--- src/rtl/clkdiv_pkg.sv ---
package clkdiv_pkg;
  // ratio choice for the slow divider
  typedef enum logic {
    RATIO_LOW  = 1'b0,
    RATIO_HIGH = 1'b1
  } ratio_e;
endpackage

--- src/rtl/clkdiv_rst_sync.sv ---
module clkdiv_rst_sync #(
  parameter int STAGES = 2
) (
  input  logic clk_i,
  input  logic rst_ni,
  output logic rst_sync_no
);
  localparam int LastIdx = STAGES - 1;

  logic [LastIdx:0] chain_q;
  logic [LastIdx:0] chain_d;

  generate
    if (STAGES == 1) begin : g_single
      assign chain_d = 1'b1;
    end else begin : g_multi
      assign chain_d = {chain_q[LastIdx-1:0], 1'b1};
    end
  endgenerate

  always_ff @(posedge clk_i or negedge rst_ni) begin
    if (!rst_ni) chain_q <= '0;
    else         chain_q <= chain_d;
  end

  assign rst_sync_no = chain_q[LastIdx];
endmodule

--- src/rtl/clkdiv_en_capture.sv ---
module clkdiv_en_capture (
  input  logic clk_i,
  input  logic rst_ni,
  input  logic en_i,
  output logic en_q_o
);
  logic en_q;
  logic en_d;

  assign en_d = en_i;

  // falling-edge capture: steps are only granted while the input clock is low
  always_ff @(negedge clk_i or negedge rst_ni) begin
    if (!rst_ni) en_q <= 1'b0;
    else         en_q <= en_d;
  end

  assign en_q_o = en_q;
endmodule

--- src/rtl/clkdiv_div2.sv ---
module clkdiv_div2 (
  input  logic clk_i,
  input  logic rst_ni,
  input  logic adv_i,
  output logic half_o
);
  logic tog_q;
  logic tog_d;

  always_comb begin
    tog_d = tog_q;
    if (adv_i) tog_d = ~tog_q;
  end

  always_ff @(posedge clk_i or negedge rst_ni) begin
    if (!rst_ni) tog_q <= 1'b0;
    else         tog_q <= tog_d;
  end

  assign half_o = tog_q;
endmodule

--- src/rtl/clkdiv_div46.sv ---
module clkdiv_div46
  import clkdiv_pkg::*;
#(
  parameter int RATIO_A = 4,
  parameter int RATIO_B = 6
) (
  input  logic clk_i,
  input  logic rst_ni,
  input  logic adv_i,
  input  logic sel_i,
  output logic slow_o,
  output logic wrap_o
);
  localparam int MaxRatio = (RATIO_A > RATIO_B) ? RATIO_A : RATIO_B;
  localparam int CntW     = $clog2(MaxRatio);
  localparam logic [CntW-1:0] LastA = CntW'(RATIO_A - 1);
  localparam logic [CntW-1:0] LastB = CntW'(RATIO_B - 1);
  localparam logic [CntW-1:0] HalfA = CntW'(RATIO_A / 2);
  localparam logic [CntW-1:0] HalfB = CntW'(RATIO_B / 2);

  logic [CntW-1:0] pos_q, pos_d, pos_nx;
  ratio_e          mode_q, mode_d, mode_eff;
  logic            slow_q, slow_d;
  logic [CntW-1:0] last_pos, half_pos;
  logic            at_last;

  // the ratio is taken from the select only at the first state of a period
  assign mode_eff = (pos_q == '0) ? ratio_e'(sel_i) : mode_q;
  assign last_pos = (mode_eff == RATIO_HIGH) ? LastB : LastA;
  assign half_pos = (mode_eff == RATIO_HIGH) ? HalfB : HalfA;
  assign at_last  = (pos_q == last_pos);
  assign pos_nx   = at_last ? '0 : pos_q + CntW'(1);

  always_comb begin
    pos_d  = pos_q;
    mode_d = mode_q;
    slow_d = slow_q;
    if (adv_i) begin
      pos_d  = pos_nx;
      mode_d = mode_eff;
      slow_d = (pos_nx != '0) && (pos_nx <= half_pos);
    end
  end

  always_ff @(posedge clk_i or negedge rst_ni) begin
    if (!rst_ni) begin
      pos_q  <= '0;
      mode_q <= RATIO_LOW;
      slow_q <= 1'b0;
    end else begin
      pos_q  <= pos_d;
      mode_q <= mode_d;
      slow_q <= slow_d;
    end
  end

  assign slow_o = slow_q;
  assign wrap_o = at_last;

  // a high phase never outlasts half of the longest period
  logic [CntW-1:0] hi_run_q;
  always_ff @(posedge clk_i or negedge rst_ni) begin
    if (!rst_ni)               hi_run_q <= '0;
    else if (adv_i && slow_d)  hi_run_q <= slow_q ? hi_run_q + CntW'(1) : CntW'(1);
    else if (adv_i)            hi_run_q <= '0;
  end

  a_r4_high_len: assert property (@(posedge clk_i) disable iff (!rst_ni)
    hi_run_q <= HalfB);
endmodule

--- src/rtl/dual_ratio_clkdiv.sv ---
module dual_ratio_clkdiv #(
  parameter int RATIO_A     = 4,
  parameter int RATIO_B     = 6,
  parameter int SYNC_STAGES = 2
) (
  input  logic clk_i,
  input  logic rst_ni,
  input  logic en_i,
  input  logic sel6_i,
  output logic half_o,
  output logic slow_o,
  output logic sync_o
);
  logic rst_sync_n;
  logic en_q;
  logic half_w, slow_w, wrap_w;
  logic mark_q, mark_d;

  clkdiv_rst_sync #(.STAGES(SYNC_STAGES)) u_rst_sync (
    .clk_i      (clk_i),
    .rst_ni     (rst_ni),
    .rst_sync_no(rst_sync_n)
  );

  clkdiv_en_capture u_en_cap (
    .clk_i (clk_i),
    .rst_ni(rst_sync_n),
    .en_i  (en_i),
    .en_q_o(en_q)
  );

  clkdiv_div2 u_div2 (
    .clk_i (clk_i),
    .rst_ni(rst_sync_n),
    .adv_i (en_q),
    .half_o(half_w)
  );

  clkdiv_div46 #(.RATIO_A(RATIO_A), .RATIO_B(RATIO_B)) u_div46 (
    .clk_i (clk_i),
    .rst_ni(rst_sync_n),
    .adv_i (en_q),
    .sel_i (sel6_i),
    .slow_o(slow_w),
    .wrap_o(wrap_w)
  );

  // marker: set on the step into the first state of a period
  always_comb begin
    mark_d = mark_q;
    if (en_q) mark_d = wrap_w & half_w;
  end

  always_ff @(posedge clk_i or negedge rst_sync_n) begin
    if (!rst_sync_n) mark_q <= 1'b0;
    else             mark_q <= mark_d;
  end

  assign half_o = half_w;
  assign slow_o = slow_w;
  assign sync_o = mark_q;

  a_r8_hold_when_stopped: assert property (@(posedge clk_i) disable iff (!rst_sync_n)
    !en_q |=> ($stable(half_o) && $stable(slow_o) && $stable(sync_o)));

  a_r3_half_toggles: assert property (@(posedge clk_i) disable iff (!rst_sync_n)
    en_q |=> (half_o != $past(half_o)));

  a_r9_marker_precedes_rise: assert property (@(posedge clk_i) disable iff (!rst_sync_n)
    (sync_o && en_q) |=> ($rose(half_o) && $rose(slow_o) && !sync_o));

  a_r5_rises_aligned: assert property (@(posedge clk_i) disable iff (!rst_sync_n)
    $rose(slow_o) |-> $rose(half_o));
endmodule

--- config.mk ---
export PLATFORM = sky130hd
export DESIGN_NAME = dual_ratio_clkdiv
export DESIGN_NICKNAME = d
export VERILOG_FILES = /design/src/rtl/clkdiv_pkg.sv /design/src/rtl/clkdiv_rst_sync.sv /design/src/rtl/clkdiv_en_capture.sv /design/src/rtl/clkdiv_div2.sv /design/src/rtl/clkdiv_div46.sv /design/src/rtl/dual_ratio_clkdiv.sv
export SDC_FILE = /design/constraint.sdc
export NUM_CORES = 1
export LEC_CHECK = 0
export ABC_AREA = 1
export BUFFER_PORTS_ARGS = -buffer_cell sky130_fd_sc_hd__buf_2
export CAP_MARGIN = 20
export CORE_AREA = 5 5 42 44
export DETAILED_ROUTE_END_ITERATION = 10
export DIE_AREA = 0 0 47 49
export GPL_TIMING_DRIVEN = 0
export PLACE_DENSITY = 0.61
export SLEW_MARGIN = 0
export SYNTH_ARGS = -nofsm -noshare
export SYNTH_HDL_FRONTEND = slang
export SYNTH_SLANG_ARGS = --single-unit
--- constraint.sdc ---
create_clock -name clk_i -period 0.8 [get_ports clk_i]
set_input_delay 0.16 -clock clk_i [delete_from_list [all_inputs] [get_ports clk_i]]
set_output_delay 0.16 -clock clk_i [all_outputs]
set_load 0.02 [all_outputs]
==> flow_summary_export.csv, run 1 <==
group,metric,value,unit
worst_setup_path,required,960,ps
worst_setup_path,crit_top_cell,"nand2_1",
cts,clk_pin_slew,70,ps
sta,fin_setup_tns,-4130,ps
sta,rsz0062_at_grt,"true",
global_route,grt_start_max_net_pins,9,
power_and_ir_drop,leakagePower,0.392,nW
cells_and_area,antenna_cells,0,
status,violations,"negative setup slack",
cells_and_area,syn2layout_area_growth,52.9,%
status,outcome,"finished with violations",
yosys,synth_cell_types,16,
die,start_util,36.6,%
placement,routabilityCongestion,0.788,
placement,post_dp_cell_area,601,um^2
placement,hpwl,676,um
die,row_count,14,
power_and_ir_drop,p_per_area,3620,nW/um^2
route,dr.pass1.iters,4,
route,ant_nets,0,
yosys,synthesis.area,513,um^2
die,die_x,47,um
yosys,yosys-top-cells-count,"16 x nand2_1, 9 x dfrtp_1, 5 x inv_1",
die,dieArea,2300,um^2
yosys,synth_edf_count,0,
yosys,yosysTopAreaCell,"dfrtp_1",
global_route,overflow,0,
route,routed_wl,985,um
yosys,synth-seq-cells,10,
sta,finalSetupViolCount,10,
yosys,synth_most_common_cell,"nand2_1",
yosys,ys_seq_area_share,48.8,%
yosys,synthArstFlopShare,100,%
sta,fmax,0.661,GHz
cts,clock_latency,260,ps
cts,cts_max_level,1,
sta,hold_viol,0,
worst_setup_path,path_cells,"inv_2 -> ha_4 -> nand2_2 -> nand2_2 -> nand2_4 -> ha_4 -> nor2_4 -> nand3_2 -> nand2_1 -> clkinv_1 -> nand2_1 -> nand2_1",
yosys,yosys_warnings,0,
yosys,synth_nets,63,
cts,cts_buffers,3,
hold_path,hold_class,"reg2async",
sta,timing.final.ws_setup,-713,ps
cts,cts_tree,"done",
worst_setup_path,critPathSlowestCell,"dfrtp_2",
die,core_area,1400,um^2
cells_and_area,fin_area,785,um^2
power_and_ir_drop,total_power,2.84,mW
global_route,antenna_found_initial,0,
sta,post-route-period-util,189,%
cts,cts.sink_count,10,
yosys,yosys_most_used_dff,"dfrtp_1",
sta,maxSlewViolCount,0,
route,routed_via_density,4.39,
cts,cts_buffer_depth,2,
yosys,netlist.area_leader.share,43.9,%
worst_setup_path,cpPeakStageDelay,410,ps
global_route,grt_pass1_wl,1650,um
die,die_y,49,um
die,io_pins,7,
job,maxCapViolCount,0,
placement,portBuffers,6,
global_route,grt_pass1_vias,395,
worst_setup_path,crit_type,"reg2reg",
route,drtIter0Drc,4,
cts,root_buffer,"clkbuf_4",
worst_setup_path,end_kind,"flop",
cells_and_area,fin_nets,87,
cells_and_area,drive_above_1_share,53.2,%
worst_setup_path,critPathLaunchType,"flop",
global_route,grt_use_total,9.69,%
yosys,yosys-top-cells-area,"dfrtp_1 44%, nand2_1 12%, nand3_2 7.8%",
sta,period_needed,1510,ps
cells_and_area,fill_cells,132,
sta,skew,10.4,ps
route,wl_per_cell,10.4,um
power_and_ir_drop,peakVddDrop,0.00189,V
route,drcViolationCount,0,
route,vias,417,
yosys,avgSynthCellArea,9.16,um^2
worst_setup_path,cp.arrival,1670,ps
worst_setup_path,reg2reg_depth,12,
worst_setup_path,crit_fanout,3,
yosys,synth_cells,56,
-- metal layers --
| layer | vias to the layer above | wire length (um) | share of wire (%) | GRT usage (%) |
|---|---|---|---|---|
| met5 | - | 0 | 0 | 0 |
| li1 | 217 | - | - | - |
| met1 | 191 | 481 | 49 | 12.8 |
| met4 | 0 | 0 | 0 | 4.15 |
| met2 | 9 | 460 | 47 | 14.3 |
| met3 | 0 | 43 | 4.4 | 2.95 |
-- layout by cell type, fill, tap and decap left out, types with 3 or more instances in the layout --
| cell type | synthesis | layout |
|---|---|---|
| inv_2 | 1 | 3 |
| buf_6 | 0 | 5 |
| buf_2 | 0 | 3 |
| buf_4 | 0 | 10 |
| nand2_1 | 16 | 14 |
| clkbuf_4 | 0 | 3 |
| nand3_2 | 4 | 5 |
| nand2_2 | 3 | 4 |
| dfrtp_1 | 9 | 8 |
-- what timing repair did --
action                                  in CTS  in global routing
endpoints found under the setup margin      10                 10
hold buffers                                 1                  0
gates resized for setup                     13                  5
setup buffers                                7                  5
hold endpoints to repair                     2                  0
pin swaps                                    3                  0
-- layout make-up --
class / instances / area (um^2) / share of cell area [%]
Multi-Input combinational cell: 37 / 280 / 35.7
Sequential cell: 10 / 251 / 32.1
Timing Repair Buffer: 19 / 156 / 19.9
Inverter: 7 / 31.3 / 3.99
Clock buffer: 4 / 26.3 / 3.35
Tap cell: 16 / 20.0 / 2.55
Buffer: 2 / 18.8 / 2.39
-- power by group --
group / leakage (nW) / switching, mW / internal [mW]
combinational: 0.255 / 0.826 / 0.874
sequential: 0.122 / 0.123 / 0.662
clock: 0.0150 / 0.162 / 0.192
total: 0.392 / 1.11 / 1.73
-- worst paths after layout --
| check | from | to | slack [ps] |
|---|---|---|---|
| setup / recovery | u_div46.pos_q[0]$_DFFE_PN0P_ | u_div46.slow_o$_DFFE_PN0P_ | -710 |
| hold / removal | u_rst_sync.chain_q[1]$_DFF_PN0_ | u_div46.pos_q[1]$_DFFE_PN0P_ | 120 |
| setup reg to reg | u_div46.pos_q[0]$_DFFE_PN0P_ | u_div46.slow_o$_DFFE_PN0P_ | -710 |
| hold reg to reg | u_rst_sync.chain_q[1]$_DFF_PN0_ | u_div46.pos_q[1]$_DFFE_PN0P_ | 120 |
| max in group asynchronous | u_rst_sync.chain_q[1]$_DFF_PN0_ | u_en_cap.en_q_o$_DFF_NN0_ | 110 |
| min in group clk_i | en_i | u_en_cap.en_q_o$_DFF_NN0_ | 290 |
-- registers in the layout (all words and copies together) (netlist names) --
signal / cells
u_div46.mode_q: 1
u_div46.pos_q: 3
u_div2.half_o: 1
u_div46.slow_o: 1
u_rst_sync.chain_q: 2
u_en_cap.en_q_o: 1
sync_o: 1
-- metrics by stage --
stage                     utilization, %  setup WS (ps)  hold WS, ps  std cells
after floorplan                        -           -734         -136         56
after global placement              42.9           -881        -52.8         78
after detailed placement            42.9           -887        -53.2         78
after CTS                           52.1           -718          149         90
after global routing                56.0           -832          165         95
final                               56.0           -713          122         95
-- worst max-delay path, delay by kind of cell, from the launching register on --
family | cells | cell delay (ps)
flip-flops | 1 | 410
buffers and inverters | 2 | 130
adder cells (fa/ha/maj) | 2 | 370
AND/OR/NAND/NOR | 8 | 500
-- cell families after synthesis --
logic type / after synthesis / synth area share [%]
other: 1 / 0.731
DFF: 10 / 48.8
and+or+nand+nor: 27 / 29.3
xor gates and xnor gates: 2 / 3.42
buffers and inverters: 9 / 6.58
AOI/OAI and AO/OA: 4 / 3.90
adders and majority gates: 3 / 7.32
No activity file was read; power rests on OpenSTA's default activity.
==> run 2: changes to the inputs <==
CELL_PAD_IN_SITES_DETAIL_PLACEMENT = 2   (was not set)
CELL_PAD_IN_SITES_GLOBAL_PLACEMENT = 2   (was not set)
CORE_AREA = not set   (was 5 5 42 44)
CORE_MARGIN = 5   (was not set)
CORE_UTILIZATION = 32   (was not set)
DIE_AREA = not set   (was 0 0 47 49)
PLACE_DENSITY = 0.77   (was 0.61)
==> run 2 against run 1 <==
The flow still finishes with violations (negative setup slack). Die area increased by 8.7%. Via count rose by 14%. Cell area rose by 7.7%. Non-clock buffer count up 1. Combinational power is 19% higher. Hold slack lost 11 ps. Setup slack worse by 73 ps. Clock skew decreased by 3.0 ps. Fmax shrank 4.6%. First-iteration DRC count fell by 50%. Clock-buffer cell count is the same. Sequential share of layout area shrank 2.1 points. Largest power group unchanged.
==> flow_summary_export.csv, run 2 (synthesized netlist as in run 1, its figures left out) <==
group,metric,value,unit
route,routed.top_layer,"met4",
placement,hpwl,865,um
sta,hold_viol,0,
die,io_pins,7,
worst_setup_path,crit_start,"u_div46.pos_q[0]$_DFFE_PN0P_",
route,vias,475,
power_and_ir_drop,peakVddDrop,0.00195,V
cells_and_area,top_regs,"u_div46.pos_q: 3 flops, u_rst_sync.chain_q: 2 flops",
cells_and_area,fill_cells,150,
cells_and_area,syn2layout_area_growth,64.6,%
sta,post-route-period-util,198,%
global_route,antenna_found_initial,0,
power_and_ir_drop,p_per_area,3930,nW/um^2
cts,cts_buffers,3,
cells_and_area,largest_reg_flops,3,
cells_and_area,drive_above_1_share,63.7,%
sta,finalSetupViolCount,10,
cts,cts_buffer_depth,2,
cts,cts_tree,"done",
route,drtIter0Drc,2,
die,row_count,14,
route,routed_via_density,4.95,
global_route,overflow,0,
worst_setup_path,crit_type,"reg2reg",
cells_and_area,multi_input_area,322,um^2
cells_and_area,seqCellArea,253,um^2
worst_setup_path,critPathLaunchType,"flop",
sta,fmax,0.631,GHz
power_and_ir_drop,total_power,3.32,mW
route,drcViolationCount,0,
route,routed_wl,1900,um
sta,rsz0062_at_grt,"true",
cells_and_area,top_register,"u_div46.pos_q",
placement,routabilityCongestion,0.729,
status,outcome,"finished with violations",
die,die_x,50.0,um
cells_and_area,fin_nets,88,
global_route,grt_pass1_vias,531,
die,dieArea,2500,um^2
worst_setup_path,r2r_setup_slack,-790,ps
cells_and_area,fin_area,845,um^2
worst_setup_path,timing.rr.end,"u_div46.slow_o$_DFFE_PN0P_",
worst_setup_path,required,960,ps
worst_setup_path,endpoint,"u_div46.slow_o$_DFFE_PN0P_",
placement,portBuffers,6,
worst_setup_path,end_kind,"flop",
worst_setup_path,reg2reg_depth,12,
global_route,grt_start_max_net_pins,9,
worst_setup_path,cp.arrival,1750,ps
global_route,grt_pass1_wl,2640,um
cts,cts_max_level,1,
placement,post_dp_cell_area,601,um^2
route,wl_met3,54,um
route,wl_met2,1010,um
hold_path,hold_class,"reg2async",
cells_and_area,antenna_cells,0,
sta,skew,7.39,ps
cells_and_area,final_cell_mix,"11 x nand2_1, 11 x buf_4, 7 x dfrtp_1, 5 x buf_6",
global_route,grt_use_total,14.3,%
cts,cts.sink_count,10,
job,maxCapViolCount,0,
die,core_area,1510,um^2
route,ant_nets,0,
route,wl_met1,801,um
route,dr.pass1.iters,4,
worst_setup_path,crit_fanout,3,
placement,post-place-ws,-907,ps
cts,clock_latency,270,ps
power_and_ir_drop,leakagePower,0.418,nW
cts,root_buffer,"clkbuf_4",
cells_and_area,final_util,56.1,%
die,start_util,34.1,%
sta,timing.final.ws_setup,-786,ps
die,die_y,50.0,um
sta,hold_ws,110,ps
sta,period_needed,1590,ps
sta,maxSlewViolCount,0,
status,violations,"negative setup slack",
cts,clk_pin_slew,70,ps
route,wl_per_cell,19.8,um
worst_setup_path,r2r_start,"u_div46.pos_q[0]$_DFFE_PN0P_",
## run 2: timing repair
action / 4_1_cts / 5_1_grt
setup buffers: 10 / 3
endpoints found under the setup margin: 10 / 11
hold buffers: 1 / 0
gates resized for setup: 17 / 13
pin swaps: 3 / 8
hold endpoints to repair: 2 / 0
## run 2: worst min-delay path by stage
stage	slack [ps]	depth (start not counted)	to	startpoint
floorplan	-140	0	u_rst_sync.chain_q[0]$_DFF_PN0_	rst_ni
global placement	-60	1	u_rst_sync.chain_q[1]$_DFF_PN0_	rst_ni
detailed placement	-50	1	u_rst_sync.chain_q[0]$_DFF_PN0_	rst_ni
CTS	150	0	u_div2.half_o$_DFFE_PN0P_	u_rst_sync.chain_q[1]$_DFF_PN0_
global route	130	0	u_div46.pos_q[1]$_DFFE_PN0P_	u_rst_sync.chain_q[1]$_DFF_PN0_
finish	110	0	u_div46.pos_q[1]$_DFFE_PN0P_	u_rst_sync.chain_q[1]$_DFF_PN0_
## run 2: critical path, stage by stage (launching register included)
cell,delay (ps)
dfrtp_2,420
inv_2,90
ha_4,170
nand2_4,70
nand2_4,70
nand2_4,60
ha_4,240
nor2_4,100
nand3_2,60
nand2_1,70
inv_2,40
nand2_2,50
nand2_2,50
## run 2: report_power, final
group	leakage (nW)	switching (mW)	internal, mW
Combinational	0.276	1.07	0.956
Clock	0.0210	0.188	0.277
Sequential	0.121	0.170	0.662
Total	0.418	1.43	1.89
## run 2: stage by stage
| step | std cells | setup TNS (ps) |
|---|---|---|
| floorplan | 56 | -3010 |
| global placement | 78 | -3730 |
| detailed placement | 78 | -3890 |
| CTS | 93 | -4000 |
| global route | 96 | -5200 |
| finish | 96 | -4620 |
## run 2: final cells by class
class | count | share of cell area, %
Inverter | 7 | 3.70
Buffer | 2 | 2.22
Timing Repair Buffer | 20 | 19.4
Multi-Input combinational cell | 37 | 38.1
Clock buffer | 4 | 4.30
Tap cell | 16 | 2.37
Sequential cell | 10 | 29.9
## run 2: layer usage
metal	vias to the layer above	GRT usage, %
met5	-	0
met4	0	1.31
met3	4	4.52
met2	7	24.3
met1	246	18.0
li1	218	-
==> run 3: changes to the inputs <==
CORE_UTILIZATION = 31   (was 32)
PLACE_DENSITY = 0.76   (was 0.77)
SYNTH_HIERARCHICAL = 1   (was not set)
==> run 3 against run 2 <==
Global-route usage is 0.40 points higher. Cell area is 6.2% higher. Fmax shrank 2.3%. Clock power increased by 1%. Cell count is 15% higher. Highest routed layer is now met3. Sequential power fell by 3.1%. The flow still finishes with violations (negative setup slack). Critical endpoint is now u_div46/slow_o$_DFFE_PN0P_. Setup slack worse by 38 ps. Total power is 0.59% higher. Register-to-register slack worse by 40 ps. Clock skew up 1.2 ps. Routed wire length grew 10%. Combinational power grew 2%.
==> flow_summary_export.csv, run 3 <==
group,metric,value,unit
status,outcome,"finished with violations",
status,violations,"negative setup slack",
cells_and_area,top_regs,"u_div46/pos_q: 3 flops, u_rst_sync/chain_q: 2 flops",
die,die_y,51.7,um
power_and_ir_drop,p_switching,1.43,mW
global_route,grt_pass1_vias,604,
hold_path,hold_class,"reg2async",
power_and_ir_drop,combPwrFrac,61.8,%
cells_and_area,largest_reg_flops,3,
cts,clk_pin_slew,80,ps
cts,cts_buffer_depth,2,
route,routed_via_density,4.75,
worst_setup_path,critPathLaunchType,"flop",
sta,fmax,0.616,GHz
worst_setup_path,r2r_setup_slack,-820,ps
route,drtIter0Drc,1,
worst_setup_path,timing.rr.end,"u_div46/slow_o$_DFFE_PN0P_",
worst_setup_path,end_kind,"flop",
placement,hpwl,880,um
sta,rsz0062_at_grt,"true",
die,row_count,15,
placement,portBuffers,6,
yosys,avgSynthCellArea,8.68,um^2
die,dieArea,2670,um^2
power_and_ir_drop,peakVddDrop,0.00149,V
cells_and_area,final_cell_mix,"19 x buf_4, 16 x nand2_1, 7 x dfrtp_1, 6 x inv_1, 5 x inv_2",
power_and_ir_drop,switching_share,42.8,%
worst_setup_path,cpPeakStageDelay,420,ps
worst_setup_path,crit_top_cell,"nand2_1",
yosys,yosys-top-cells-count,"18 x nand2_1, 11 x inv_1, 9 x dfrtp_1",
die,core_area,1690,um^2
power_and_ir_drop,leakagePower,0.477,nW
worst_setup_path,critPathSlowestCell,"dfrtp_1",
yosys,synth_edf_count,0,
sta,finalSetupViolCount,10,
cts,cts_buffers,3,
yosys,yosys-top-cells-area,"dfrtp_1 42%, nand2_1 13%, inv_1 7.7%",
route,dr.pass1.iters,3,
yosys,netlist.area_leader.share,41.9,%
global_route,antenna_found_initial,0,
sta,hold_viol,0,
cells_and_area,fin_nets,101,
worst_setup_path,path_cells,"inv_2 -> ha_4 -> buf_4 -> buf_4 -> nand3_1 -> nand3_2 -> nand3_4 -> nand3_4 -> nand2_1 -> nand2_1 -> nand2_1",
worst_setup_path,required,960,ps
yosys,synthArstFlopShare,100,%
sta,post-route-period-util,203,%
worst_setup_path,crit_fanout,4,
cells_and_area,multi_input_area,323,um^2
global_route,grt_start_max_net_pins,9,
cells_and_area,syn2layout_area_growth,66.7,%
cts,cts_tree,"done",
power_and_ir_drop,internal-power,1.91,mW
die,start_util,31.9,%
yosys,synth_cells,62,
sta,maxSlewViolCount,0,
power_and_ir_drop,p_per_area,3730,nW/um^2
route,vias,523,
route,wl_per_cell,19.0,um
cts,root_buffer,"clkbuf_4",
cells_and_area,fill_cells,172,
route,drcViolationCount,0,
placement,routabilityCongestion,0.707,
cts,clock_latency,270,ps
yosys,synthesis.area,538,um^2
cells_and_area,antenna_cells,0,
cells_and_area,drive_above_1_share,58.1,%
global_route,overflow,0,
global_route,grt_pass1_wl,2760,um
yosys,ys_seq_area_share,46.5,%
power_and_ir_drop,seqPwrFrac,24.2,%
yosys,yosys_most_used_dff,"dfrtp_1",
yosys,yosys_warnings,6,
cells_and_area,layout_commonest_cell,"buf_4",
sta,period_needed,1620,ps
worst_setup_path,r2r_start,"u_div46/pos_q[1]$_DFFE_PN0P_",
yosys,yosysTopAreaCell,"dfrtp_1",
cts,cts.sink_count,10,
sta,timing.final.ws_setup,-823,ps
cells_and_area,final_util,53.1,%
yosys,synth_cell_types,16,
cells_and_area,top_register,"u_div46/pos_q",
cells_and_area,seqCellArea,253,um^2
worst_setup_path,reg2reg_depth,11,
die,io_pins,7,
cts,cts_max_level,1,
worst_setup_path,cp.arrival,1780,ps
route,ant_nets,0,
sta,skew,8.54,ps
global_route,grt_use_total,14.7,%
power_and_ir_drop,pwr-share-clk,14.0,%
job,maxCapViolCount,0,
power_and_ir_drop,total_power,3.34,mW
yosys,synth_most_common_cell,"nand2_1",
route,routed_wl,2100,um
yosys,synth_nets,69,
die,die_x,51.7,um
worst_setup_path,crit_type,"reg2reg",
yosys,synth-seq-cells,10,
## run 3: changes by cell type in the layout (fill, tap and decap cells not counted), moves of 2 or more
cell	previous run	this run
nand2_1	11	16
nand3_4	2	4
nand2_2	4	2
buf_4	11	19
nand3_2	4	2
inv_1	2	6
## run 3: critical path: cells and delay by family, from the launching register on
kind | cells | cell delay (ps)
fa+ha+maj | 1 | 180
buf+inv | 3 | 300
flops | 1 | 420
simple gates | 7 | 610
## run 3: area by class of cell
type	instances	share of cell area [%]
multi-input cells	39	36.0
plain buffers	1	0.418
flip-flops and latches	10	28.2
inverters	12	5.30
repair buffers	27	23.7
clock buffers	4	4.04
well taps	17	2.37
## run 3: cell families (layout without fill, tap and decap cells)
group           after synthesis  count (layout)  synth area share [%]
flops                        10              10                  46.5
xor+xnor                      1               1                  1.63
compound gates                3               3                  2.79
buf+inv                      13              44                  9.07
other cells                   1               1                 0.697
simple gates                 31              31                  32.3
fa+ha+maj                     3               3                  6.98
## run 3: worst max path at each step
stage	startpoint	endpoint	slack, ps	cells after the start
2_1_floorplan	u_div46/pos_q[0]$_DFFE_PN0P_	u_div46/slow_o$_DFFE_PN0P_	-770	13
3_3_place_gp	u_div46/pos_q[0]$_DFFE_PN0P_	u_div46/slow_o$_DFFE_PN0P_	-920	13
3_5_place_dp	u_div46/pos_q[0]$_DFFE_PN0P_	u_div46/slow_o$_DFFE_PN0P_	-960	13
4_1_cts	u_div46/pos_q[0]$_DFFE_PN0P_	u_div46/slow_o$_DFFE_PN0P_	-770	13
5_1_grt	u_div46/pos_q[1]$_DFFE_PN0P_	u_div46/slow_o$_DFFE_PN0P_	-930	11
6_report	u_div46/pos_q[1]$_DFFE_PN0P_	u_div46/slow_o$_DFFE_PN0P_	-820	11
## run 3: per-layer routing
layer | global-route usage, % | up-vias | wire (um)
met2 | 29.2 | 6 | 1180
met4 | 2.62 | 0 | 0
li1 | - | 248 | -
met1 | 14.4 | 269 | 867
met3 | 5.16 | 0 | 44
met5 | 0 | - | 0
## run 3: what timing repair did
action                                  in CTS  in global routing
endpoints found under the setup margin      10                 10
hold endpoints to repair                     2                  0
pin swaps                                    8                 11
setup buffers                               13                  9
resized for setup                           19                  8
hold buffers                                 1                  0
## run 3: stage by stage
step / setup WS (ps) / cell area, um^2 / TNS [ps] / instances / hold slack, ps
6_report: -823 / 897 / -5280 / 110 / 145
5_1_grt: -933 / 897 / -5960 / 110 / 196
4_1_cts: -771 / 810 / -4740 / 103 / 162
2_1_floorplan: -767 / 556 / -3230 / 62 / -136
3_5_place_dp: -960 / 607 / -4280 / 85 / -53.0
3_3_place_gp: -919 / 607 / -4120 / 85 / -55.3
## run 3: power groups by stage
| stage | Clock [mW] | Combinational [mW] | Sequential (mW) |
|---|---|---|---|
| final | 0.469 | 2.07 | 0.807 |
| after global routing | 0.521 | 2.24 | 0.826 |
| after CTS | 0.475 | 1.73 | 0.774 |
| after detailed placement | 0 | 1.06 | 0.792 |
| after global placement | 0 | 1.03 | 0.783 |
| after floorplan | 0 | 0.812 | 0.807 |
